===== src/rtl/aud_tx_pkg.sv =====
package aud_tx_pkg;
  localparam int MAX_SLOT = 32;
  localparam int SHORT_SLOT = 16;
  localparam int CNT_W = $clog2(2 * MAX_SLOT);

  typedef enum logic [1:0] {
    STD_PHILIPS = 2'd0,
    STD_MSBJ    = 2'd1,
    STD_LSBJ    = 2'd2,
    STD_PCM     = 2'd3
  } frameStd_e;

  typedef enum logic [1:0] {
    FMT_16IN16 = 2'd0,
    FMT_16IN32 = 2'd1,
    FMT_24IN32 = 2'd2,
    FMT_32IN32 = 2'd3
  } slotFmt_e;

  typedef struct packed {
    logic             active;
    logic             shift;
    logic             slotStart;
    logic             chan;
    logic [CNT_W-1:0] bitNum;
  } txStrobe_t;
endpackage


===== src/rtl/aud_tx_ctrl.sv =====
module aud_tx_ctrl
  import aud_tx_pkg::*;
(
  input  logic       clk,
  input  logic       rstN,
  input  logic       enable,
  input  logic       tick,
  input  logic [1:0] cfgFmt,
  output logic       bitClk,
  output txStrobe_t  strb
);
  logic running;
  logic phase;
  logic [CNT_W-1:0] bitCnt;
  logic [CNT_W-1:0] slotLen;
  logic [CNT_W-1:0] lastBit;
  logic [CNT_W-1:0] nextBit;
  logic [CNT_W-1:0] emitBit;

  always_comb begin
    slotLen = (slotFmt_e'(cfgFmt) == FMT_16IN16) ? CNT_W'(SHORT_SLOT) : CNT_W'(MAX_SLOT);
    lastBit = CNT_W'((slotLen << 1) - 1'b1);
    nextBit = (bitCnt == lastBit) ? '0 : bitCnt + 1'b1;
    emitBit = running ? nextBit : '0;
    strb.active    = enable;
    strb.shift     = enable & (~running | (tick & phase));
    strb.bitNum    = emitBit;
    strb.slotStart = (emitBit & (slotLen - 1'b1)) == '0;
    strb.chan      = emitBit >= slotLen;
  end

  assign bitClk = phase;

  always_ff @(posedge clk or negedge rstN) begin
    if (!rstN) begin
      running <= 1'b0;
      phase   <= 1'b0;
      bitCnt  <= '0;
    end else if (!enable) begin
      running <= 1'b0;
      phase   <= 1'b0;
      bitCnt  <= '0;
    end else if (!running) begin
      running <= 1'b1;
      bitCnt  <= '0;
    end else if (tick) begin
      phase <= ~phase;
      if (phase) bitCnt <= nextBit;
    end
  end


  phase_tick_chk: assert property (@(posedge clk) disable iff (!rstN)
    (running && enable && !tick) |=> $stable(phase));


  bitcnt_range_chk: assert property (@(posedge clk) disable iff (!rstN)
    running |-> (bitCnt <= lastBit));


  start_left_chk: assert property (@(posedge clk) disable iff (!rstN)
    (enable && !running) |-> (strb.shift && strb.slotStart && !strb.chan));
endmodule


===== src/rtl/aud_tx_dpath.sv =====
module aud_tx_dpath
  import aud_tx_pkg::*;
#(
  parameter int WORD_W = 32,
  parameter int LONG_SYNC = 13
) (
  input  logic              clk,
  input  logic              rstN,
  input  txStrobe_t         strb,
  input  logic [1:0]        cfgStd,
  input  logic              cfgLongSync,
  input  logic [1:0]        cfgFmt,
  input  logic [WORD_W-1:0] sampleData,
  input  logic              sampleValid,
  output logic              sampleReady,
  output logic              sdOut,
  output logic              wsOut,
  output logic              underrun
);
  localparam int PAD16 = WORD_W - 16;
  localparam int PAD24 = WORD_W - 24;

  logic [WORD_W-1:0] shreg;
  logic [WORD_W-1:0] word;
  logic [WORD_W-1:0] fresh;
  logic delayBit;
  logic alignedBit;
  logic lsbJust;
  logic isPcm;
  logic useDelay;
  logic wsNext;
  logic take;

  always_comb begin
    lsbJust = frameStd_e'(cfgStd) == STD_LSBJ;
    isPcm   = frameStd_e'(cfgStd) == STD_PCM;
    unique case (slotFmt_e'(cfgFmt))
      FMT_16IN16: word = {sampleData[15:0], {PAD16{1'b0}}};
      FMT_16IN32: word = lsbJust ? {{PAD16{1'b0}}, sampleData[15:0]}
                                 : {sampleData[15:0], {PAD16{1'b0}}};
      FMT_24IN32: word = lsbJust ? {{PAD24{1'b0}}, sampleData[23:0]}
                                 : {sampleData[23:0], {PAD24{1'b0}}};
      default:    word = sampleData;
    endcase
    take       = strb.shift & strb.slotStart;
    fresh      = sampleValid ? word : '0;
    alignedBit = strb.slotStart ? fresh[WORD_W-1] : shreg[WORD_W-1];
    useDelay   = (frameStd_e'(cfgStd) == STD_PHILIPS) | (isPcm & ~cfgLongSync);
    if (isPcm)
      wsNext = cfgLongSync ? (strb.bitNum < CNT_W'(LONG_SYNC)) : (strb.bitNum == '0);
    else
      wsNext = strb.chan;
  end

  assign sampleReady = take;

  always_ff @(posedge clk or negedge rstN) begin
    if (!rstN) begin
      shreg    <= '0;
      delayBit <= 1'b0;
      sdOut    <= 1'b0;
      wsOut    <= 1'b0;
      underrun <= 1'b0;
    end else if (!strb.active) begin
      shreg    <= '0;
      delayBit <= 1'b0;
      sdOut    <= 1'b0;
      wsOut    <= 1'b0;
      underrun <= 1'b0;
    end else if (strb.shift) begin
      shreg    <= strb.slotStart ? (fresh << 1) : (shreg << 1);
      delayBit <= alignedBit;
      sdOut    <= useDelay ? delayBit : alignedBit;
      wsOut    <= wsNext;
      if (take && !sampleValid) underrun <= 1'b1;
    end
  end


  idle_chk: assert property (@(posedge clk) disable iff (!rstN)
    !strb.active |=> (!sdOut && !wsOut && !underrun));


  underrun_sticky_chk: assert property (@(posedge clk) disable iff (!rstN)
    (underrun && strb.active) |=> underrun);


  underrun_set_chk: assert property (@(posedge clk) disable iff (!rstN)
    (sampleReady && !sampleValid) |=> underrun);


  ready_pulse_chk: assert property (@(posedge clk) disable iff (!rstN)
    sampleReady |=> !sampleReady);


  sd_hold_chk: assert property (@(posedge clk) disable iff (!rstN)
    (strb.active && !strb.shift) |=> ($stable(sdOut) && $stable(wsOut)));
endmodule


===== src/rtl/aud_serial_tx.sv =====
module aud_serial_tx
  import aud_tx_pkg::*;
#(
  parameter int WORD_W = 32,
  parameter int LONG_SYNC = 13
) (
  input  logic              clk,
  input  logic              rstN,
  input  logic              enable,
  input  logic              tick,
  input  logic [1:0]        cfgStd,
  input  logic              cfgLongSync,
  input  logic [1:0]        cfgFmt,
  input  logic              cfgIdleHigh,
  input  logic [WORD_W-1:0] sampleData,
  input  logic              sampleValid,
  output logic              sampleReady,
  output logic              sdOut,
  output logic              wsOut,
  output logic              bclkOut,
  output logic              underrun
);
  txStrobe_t strb;
  logic bitClk;

  aud_tx_ctrl u_ctrl (
    .clk    (clk),
    .rstN   (rstN),
    .enable (enable),
    .tick   (tick),
    .cfgFmt (cfgFmt),
    .bitClk (bitClk),
    .strb   (strb)
  );

  aud_tx_dpath #(.WORD_W(WORD_W), .LONG_SYNC(LONG_SYNC)) u_dpath (
    .clk         (clk),
    .rstN        (rstN),
    .strb        (strb),
    .cfgStd      (cfgStd),
    .cfgLongSync (cfgLongSync),
    .cfgFmt      (cfgFmt),
    .sampleData  (sampleData),
    .sampleValid (sampleValid),
    .sampleReady (sampleReady),
    .sdOut       (sdOut),
    .wsOut       (wsOut),
    .underrun    (underrun)
  );

  assign bclkOut = bitClk ^ cfgIdleHigh;
endmodule


===== config.mk =====
export PLATFORM = sky130hd
export DESIGN_NAME = aud_serial_tx
export DESIGN_NICKNAME = d
export VERILOG_FILES = /design/src/rtl/aud_tx_pkg.sv /design/src/rtl/aud_tx_ctrl.sv /design/src/rtl/aud_tx_dpath.sv /design/src/rtl/aud_serial_tx.sv
export SDC_FILE = /design/constraint.sdc
export NUM_CORES = 1
export LEC_CHECK = 0
export CORE_UTILIZATION = 45
export DETAILED_ROUTE_END_ITERATION = 8
export DONT_BUFFER_PORTS = 1
export PLACE_DENSITY = 0.57
export SYNTH_ARGS = -nofsm -noshare
export SYNTH_HDL_FRONTEND = slang
export SYNTH_HIERARCHICAL = 1
export SYNTH_SLANG_ARGS = --single-unit

===== constraint.sdc =====
create_clock -name clk -period 10.1 [get_ports clk]
set_input_delay 3.03 -clock clk [delete_from_list [all_inputs] [get_ports clk]]
set_output_delay 3.03 -clock clk [all_outputs]
set_load 0.1 [all_outputs]

==> summary.txt, run 1 <==
CTS
  • CTS root buffer: sky130_fd_sc_hd__clkbuf_8
  • Clock tree from TritonCTS: done
  • PostCTS Resize Cnt: 0
  • Post-CTS setup buffer count: 0
  • Number of buffers created by CTS: 5
  • Register clock-pin slew on the reported worst setup and hold paths: 80 ps
  • Max H-tree Level: 2
  • Number of sinks driven by the clock tree: 43
  • Hold Buf Count CTS: 0
  • Clock Latency Late Sink: 300 ps
  • Number of buffers between clock root and the deepest sink: 2

Global routing
  • Met3 GRT Util: 4.06%
  • Initial antenna violation count: 0
  • Global-route usage over all layers: 24.3%
  • Fraction of met2 tracks used by global routing: 35.7%
  • Wire length of the first global-routing pass: 13500 um
  • Most used routing layer in global routing: met1
  • GR Layer Usage met1: 36.9%
  • Vias in the first global route: 2523
  • Global route total overflow: 0
  • Largest net degree at the start of global routing: 46

Die
  • Die H: 83.6 um
  • Initial Utilization: 47.0%
  • Area of the core: 0.00639 mm2
  • Cell Rows: 29
  • Full die area: 0.00699 mm2
  • Horizontal die dimension: 83.6 um
  • I/O pin count: 48

Worst setup path
  • CP max FO: 38
  • Critical path startpoint category: input port
  • Data arrival time of the worst path: 5180 ps
  • Data required time at the worst endpoint: 7070 ps
  • Number of cells traversed by the worst register-to-register path: 12
  • Capturing element type of the critical path: primary output
  • Type of the worst setup path: in -> out

Finish
  • ANT cells: 0
  • Final #Nets: 397
  • Number of inserted filler cells in the final layout: 647
  • Area growth from synthesis to layout: 3.34%
  • Share of final-layout standard cells stronger than drive strength 1: 5.70%
  • Leading cell type in the layout, fill and taps excluded: sky130_fd_sc_hd__o21ai_0
  • End-of-flow core utilization: 48.5%
  • Commonest cells after routing, fill and taps aside: 45 x sky130_fd_sc_hd__o21ai_0, 43 x sky130_fd_sc_hd__dfrtp_1, 39 x sky130_fd_sc_hd__nor2_1, 29 x sky130_fd_sc_hd__nand2_1, 22 x sky130_fd_sc_hd__nand3b_1
  • Count of placed standard cells in the final layout, fillers left out: 428

Synth
  • Leading post-synthesis cells by cell area: sky130_fd_sc_hd__dfrtp_1 36%, sky130_fd_sc_hd__o21ai_0 7.5%, sky130_fd_sc_hd__nand3b_1 5.5%
  • Share of async-settable or async-resettable flops after synthesis: 100%
  • Main synth FF type: sky130_fd_sc_hd__dfrtp_1
  • Number of standard cells after synthesis: 371
  • Cell type contributing the most total cell area after synthesis: sky130_fd_sc_hd__dfrtp_1
  • Mean post-synth cell area: 8.08 um2
  • Synth warnings: 6
  • Proportion of synthesized chip area in sequential cells: 35.9%
  • EDFF count, synth: 0
  • Fraction of synthesized cell area taken by the top area cell type: 35.9%
  • Register bit total from synthesis: 43
  • Syn nets: 418
  • Area of the mapped netlist: 0.00300 mm2
  • Unique cell type count in the Yosys netlist: 48

Timing
  • Final min period: 8210 ps
  • Count of endpoints failing setup in the final report: 0
  • Relative slew margins: 23.0%
  • Number of slew-limit violations in the final report: 0
  • Final count of hold timing violations: 0
  • Final Skew: 2.75 ps
  • RSZ-0062 raised after global routing: no
  • Fin Setup TNS: 0 ps
  • Max Clk Rate: 122 MHz
  • Final worst hold slack: 551 ps
  • Worst-Margin Slew: 1150 ps
  • Share of the clock period used by the worst path after layout: 81.3%

Power and ir drop
  • Power per standard cell area: 122 mW/mm2
  • Leakage power total: 0.00121 uW
  • Worst VDD drop: 0.0673 mV
  • Overall power of the completed layout: 378 uW

Drt
  • Overall via count from detail_route: 2658
  • Number of search-and-repair iterations in the first detailed-routing pass: 4
  • Vias per inst: 6.21
  • Residual DRC: 0
  • Post-route ant nets: 0
  • Final routed wirelength across all metal layers: 8150 um
  • Violation count after the first detailed-route iteration: 234
  • Post-DR wirelength/cell: 19.0 um

Placed design
  • Routability cong.: 0.783
  • Cell count after placement: 420
  • IO Port Bufs: 0
  • HPWL reported at the end of detailed placement: 5490 um

Min path
  • Number of instances on the worst hold path: 2
  • Worst min path class: reg -> reg

Flow run
  • Max-cap violation count: 0

Status
  • Outcome: finished clean
through the flow:
stage               instance area, um2  setup slack, ps
floorplan                         3000             2050
global placement                  2980             1980
detailed placement                2980             1930
CTS                               3100             1930
global route                      3100             1780
finish                            3100             1890
cells by family (layout without fill, tap and decap cells):
group           Yosys count  after routing  share of synthesized area (%)
compound gates          128            128                           28.7
xor+xnor                  8              8                           2.34
buf+inv                  50             30                           7.30
simple gates            137            137                           23.8
flops                    43             43                           35.9
fa+ha+maj                 5              5                           2.04
critical path: stages:
cell and delay [ps]:
sky130_fd_sc_hd__or3_1 330, sky130_fd_sc_hd__a21oi_1 290, sky130_fd_sc_hd__o21ai_0 200, sky130_fd_sc_hd__a21oi_2 160, sky130_fd_sc_hd__buf_4 310, sky130_fd_sc_hd__and2_1 830
path summary, 6_finish.rpt:
kind                                  start                end  slack (ps)
hold / removal             u_dpath/delayBit   u_dpath/delayBit         550
min in group asynchronous              rstN      u_ctrl/bitClk        2410
setup / recovery                  cfgFmt[1]        sampleReady        1890
max in group asynchronous              rstN  u_dpath/shreg[19]        7600
setup reg to reg           u_ctrl/bitCnt[0]  u_dpath/shreg[29]        6570
hold reg to reg            u_dpath/delayBit   u_dpath/delayBit         550
Yosys cell counts (4+ instances only):
| cell type | instances |
|---|---|
| sky130_fd_sc_hd__nand2b_1 | 5 |
| sky130_fd_sc_hd__nand3b_1 | 22 |
| sky130_fd_sc_hd__o21ai_0 | 45 |
| sky130_fd_sc_hd__clkbuf_1 | 20 |
| sky130_fd_sc_hd__a21oi_1 | 13 |
| sky130_fd_sc_hd__a21boi_0 | 4 |
| sky130_fd_sc_hd__inv_1 | 18 |
| sky130_fd_sc_hd__or3_1 | 7 |
| sky130_fd_sc_hd__xor2_1 | 7 |
| sky130_fd_sc_hd__o21a_1 | 10 |
| sky130_fd_sc_hd__ha_1 | 4 |
| sky130_fd_sc_hd__a32o_1 | 8 |
| sky130_fd_sc_hd__dfrtp_1 | 43 |
| sky130_fd_sc_hd__nor2_1 | 39 |
| sky130_fd_sc_hd__nor3_1 | 9 |
| sky130_fd_sc_hd__nand2_1 | 29 |
| sky130_fd_sc_hd__a22o_1 | 14 |
| sky130_fd_sc_hd__and2_1 | 6 |
| sky130_fd_sc_hd__a31oi_1 | 11 |
| sky130_fd_sc_hd__o31ai_1 | 10 |
| sky130_fd_sc_hd__nand3_1 | 6 |
| sky130_fd_sc_hd__nor2b_1 | 4 |
per-layer routing:
| metal | wire [um] | part of all wire (%) |
|---|---|---|
| met3 | 520 | 6.4 |
| met5 | 0 | 0 |
| met1 | 4030 | 49 |
| met4 | 59 | 0.72 |
| met2 | 3540 | 43 |
layout make-up:
class / count / area [um2] / share of cell area (%)
Tap cell: 77 / 96.3 / 3.11
Sequential cell: 43 / 1080 / 34.7
Multi-Input combinational cell: 278 / 1720 / 55.5
Inverter: 20 / 75.1 / 2.42
Clock buffer: 6 / 82.6 / 2.66
Clock inverter: 2 / 35.0 / 1.13
Timing Repair Buffer: 2 / 15.0 / 0.484
registers in the layout (all words and copies together) (netlist names):
signal	flops
u_ctrl/running	1
u_dpath/delayBit	1
u_dpath/sdOut	1
u_dpath/underrun	1
u_dpath/shreg	31
u_ctrl/bitClk	1
u_ctrl/bitCnt	6
u_dpath/wsOut	1
where the power goes:
group / internal, uW / total (uW) / switching, uW
combinational: 17.3 / 47.8 / 30.4
sequential: 177 / 186 / 9.15
clock: 80.1 / 145 / 64.5
No activity file was read; power rests on OpenSTA's default activity.
==> inputs of run 2 (changes only) <==
==> constraint.sdc (replaced) <==
create_clock -name clk -period 8.05 [get_ports clk]
set_input_delay 2.415 -clock clk [delete_from_list [all_inputs] [get_ports clk]]
set_output_delay 2.415 -clock clk [all_outputs]
set_load 0.1 [all_outputs]
==> run 2 against run 1 <==
Against the previous run: final area increased by 0.24%; first-iteration DRC count grew 16%; sequential share of layout area fell by 0.084 points; final cell count is 0.23% higher; combinational power up 26%; global-route usage shrank 0.090 points; register-to-register slack worse by 1900 ps; core utilization increased by 0.12 points; highest routed layer unchanged; sequential power rose by 25%.
==> summary.txt, run 2 (synthesis results as in run 1) <==
Status
  • Outcome: finished clean

Drt
  • Overall via count from detail_route: 2653 (-0.19%)
  • Violation count after the first detailed-route iteration: 272 (+16%)
  • Residual DRC: 0 (unchanged)
  • Final routed wirelength across all metal layers: 8050 um (-1.2%)
  • Number of search-and-repair iterations in the first detailed-routing pass: 4 (unchanged)
  • Vias per inst: 6.18 (-0.42%)
  • Post-DR wirelength/cell: 18.8 um (-1.4%)
  • Post-route ant nets: 0 (unchanged)

Finish
  • Largest Register: u_dpath/shreg
  • Final #Nets: 398 (+0.25%)
  • ANT cells: 0 (unchanged)
  • Area growth from synthesis to layout: 3.59%
  • Largest registers: u_dpath/shreg (31), u_ctrl/bitCnt (6)
  • Leading cell type in the layout, fill and taps excluded: sky130_fd_sc_hd__o21ai_0
  • Count of placed standard cells in the final layout, fillers left out: 429 (+0.23%)
  • Flip-flop count of the largest register, all copies and words added: 31 (unchanged)
  • Final std cell area, no fill: 0.00311 mm2 (+0.24%)
  • Share of final-layout standard cells stronger than drive strength 1: 5.97% (+0.27 points)
  • Commonest cells after routing, fill and taps aside: 45 x sky130_fd_sc_hd__o21ai_0, 43 x sky130_fd_sc_hd__dfrtp_1, 39 x sky130_fd_sc_hd__nor2_1, 29 x sky130_fd_sc_hd__nand2_1, 22 x sky130_fd_sc_hd__nand3b_1

Die
  • Cell Rows: 29 (unchanged)
  • I/O pin count: 48 (unchanged)
  • Initial Utilization: 47.0% (unchanged)
  • Die H: 83.6 um (unchanged)
  • Horizontal die dimension: 83.6 um (unchanged)
  • Full die area: 0.00699 mm2 (unchanged)
  • Area of the core: 0.00639 mm2 (unchanged)

Flow run
  • Max-cap violation count: 0 (unchanged)

Min path
  • Worst min path class: reg -> reg
  • End point of the worst hold path: u_dpath/delayBit
  • Startpoint of the lowest-slack hold path: u_dpath/delayBit
  • Number of instances on the worst hold path: 2 (unchanged)

Worst setup path
  • Type of the worst setup path: in -> out
  • Crit path largest cell delay: 330 ps (-500 ps)
  • Cells traversed along the worst timing path: or3_1, a21oi_1, o21ai_0, a21oi_2, buf_4, and2_1, buf_4
  • Cell class contributing the biggest share of worst-path delay: compound AO/OA/AOI/OAI gates
  • Number of cells traversed by the worst register-to-register path: 12 (unchanged)
  • CP max FO: 38 (unchanged)
  • Endpoint of the worst-slack reg-to-reg timing path: u_dpath/shreg[26]
  • R2r setup slk: 4640 ps (-1930 ps)
  • Critical path startpoint category: input port
  • Reg2Reg Launch Point: u_ctrl/bitCnt[0]
  • Count of buffer and inverter cells on the critical path: 2 (+1)
  • Capturing element type of the critical path: primary output
  • Data arrival time of the worst path: 4150 ps (-1030 ps)
  • Cell occurring most often along the worst timing path: sky130_fd_sc_hd__buf_4
  • Data required time at the worst endpoint: 5640 ps (-1430 ps)
  • Worst-path cell with the longest stage delay: sky130_fd_sc_hd__or3_1

Placed design
  • Cell count after placement: 421 (+0.24%)
  • HPWL reported at the end of detailed placement: 5500 um (about the same)
  • Cell area after placement: 0.00299 mm2 (+0.25%)
  • Routability cong.: 0.792 (+1.1%)
  • IO Port Bufs: 0 (unchanged)

CTS
  • Hold Buf Count CTS: 0 (unchanged)
  • Post-CTS setup buffer count: 0 (unchanged)
  • CTS root buffer: sky130_fd_sc_hd__clkbuf_8
  • Register clock-pin slew on the reported worst setup and hold paths: 90 ps (about the same)
  • Clock tree from TritonCTS: done
  • Clock Latency Late Sink: 300 ps (about the same)
  • PostCTS Resize Cnt: 0 (unchanged)
  • Number of buffers created by CTS: 5 (unchanged)
  • Max H-tree Level: 2 (unchanged)
  • Number of buffers between clock root and the deepest sink: 2 (unchanged)
  • Number of sinks driven by the clock tree: 43 (unchanged)

Global routing
  • Initial antenna violation count: 0 (unchanged)
  • Wire length of the first global-routing pass: 13300 um (-1.4%)
  • Largest net degree at the start of global routing: 46 (unchanged)
  • Global route total overflow: 0 (unchanged)
  • Vias in the first global route: 2456 (-2.7%)
  • Global-route usage over all layers: 24.2% (-0.090 points)

Timing
  • Count of endpoints failing setup in the final report: 0 (unchanged)
  • Number of slew-limit violations in the final report: 0 (unchanged)
  • Relative slew margins: 23.0% (-0.034 points)
  • Final min period: 6570 ps
  • Final count of hold timing violations: 0 (unchanged)
  • Final Skew: 8.71 ps (+5.96 ps)
  • RSZ-0062 raised after global routing: no
  • Max Clk Rate: 152 MHz
  • Fin Setup TNS: 0 ps (unchanged)
  • Worst-Margin Slew: 1150 ps (+0.516 ps)
  • Share of the clock period used by the worst path after layout: 81.6%

Power and ir drop
  • Power per standard cell area: 152 mW/mm2 (+25%)
  • Leakage power total: 0.00121 uW (+0.44%)
  • Overall power of the completed layout: 473 uW (+25%)
  • Worst VDD drop: 0.0841 mV (+25%)
[run 2: metrics by stage]
stage	hold WS, ps	setup WS, ps	utilization, %
global route	578	1270	48.6
detailed placement	528	1510	46.8
floorplan	491	1230	-
global placement	534	1540	46.8
CTS	546	1500	48.6
finish	538	1480	48.6
[run 2: layout make-up]
cell class / instances / area, um2
fill: 649 / 3280
tap: 77 / 96.3
clock inverter: 2 / 35.0
clock buffer: 6 / 82.6
timing repair buffer: 3 / 22.5
sequential: 43 / 1080
multi-input combinational: 278 / 1720
inverter: 20 / 75.1
[run 2: worst max path at each step]
stage | startpoint | endpoint | cells past startpoint
floorplan | cfgFmt[1] | sampleReady | 6
global placement | cfgFmt[1] | sampleReady | 7
detailed placement | cfgFmt[1] | sampleReady | 7
CTS | cfgFmt[1] | sampleReady | 7
global route | cfgFmt[1] | sampleReady | 7
finish | cfgFmt[1] | sampleReady | 7
[run 2: layer usage]
metal  vias to the layer above  GRT usage [%]  routed length, um
li1                       1284              -                  -
met1                      1275           36.3               3960
met2                        89           35.3               3440
met3                         5           5.14                610
met4                         0           5.86                 46
met5                         -              0                  0
[run 2: worst min-delay path, delay by kind of cell (launching register included)]
| kind | cells | cell delay, ps |
|---|---|---|
| AOI/OAI and AO/OA | 1 | 70 |
| DFF | 1 | 350 |
| and+or+nand+nor | 1 | 90 |
[run 2: power by group]
group          internal, uW  switching [uW]
combinational          22.0            38.3
sequential              222            11.6
clock                   101            79.3
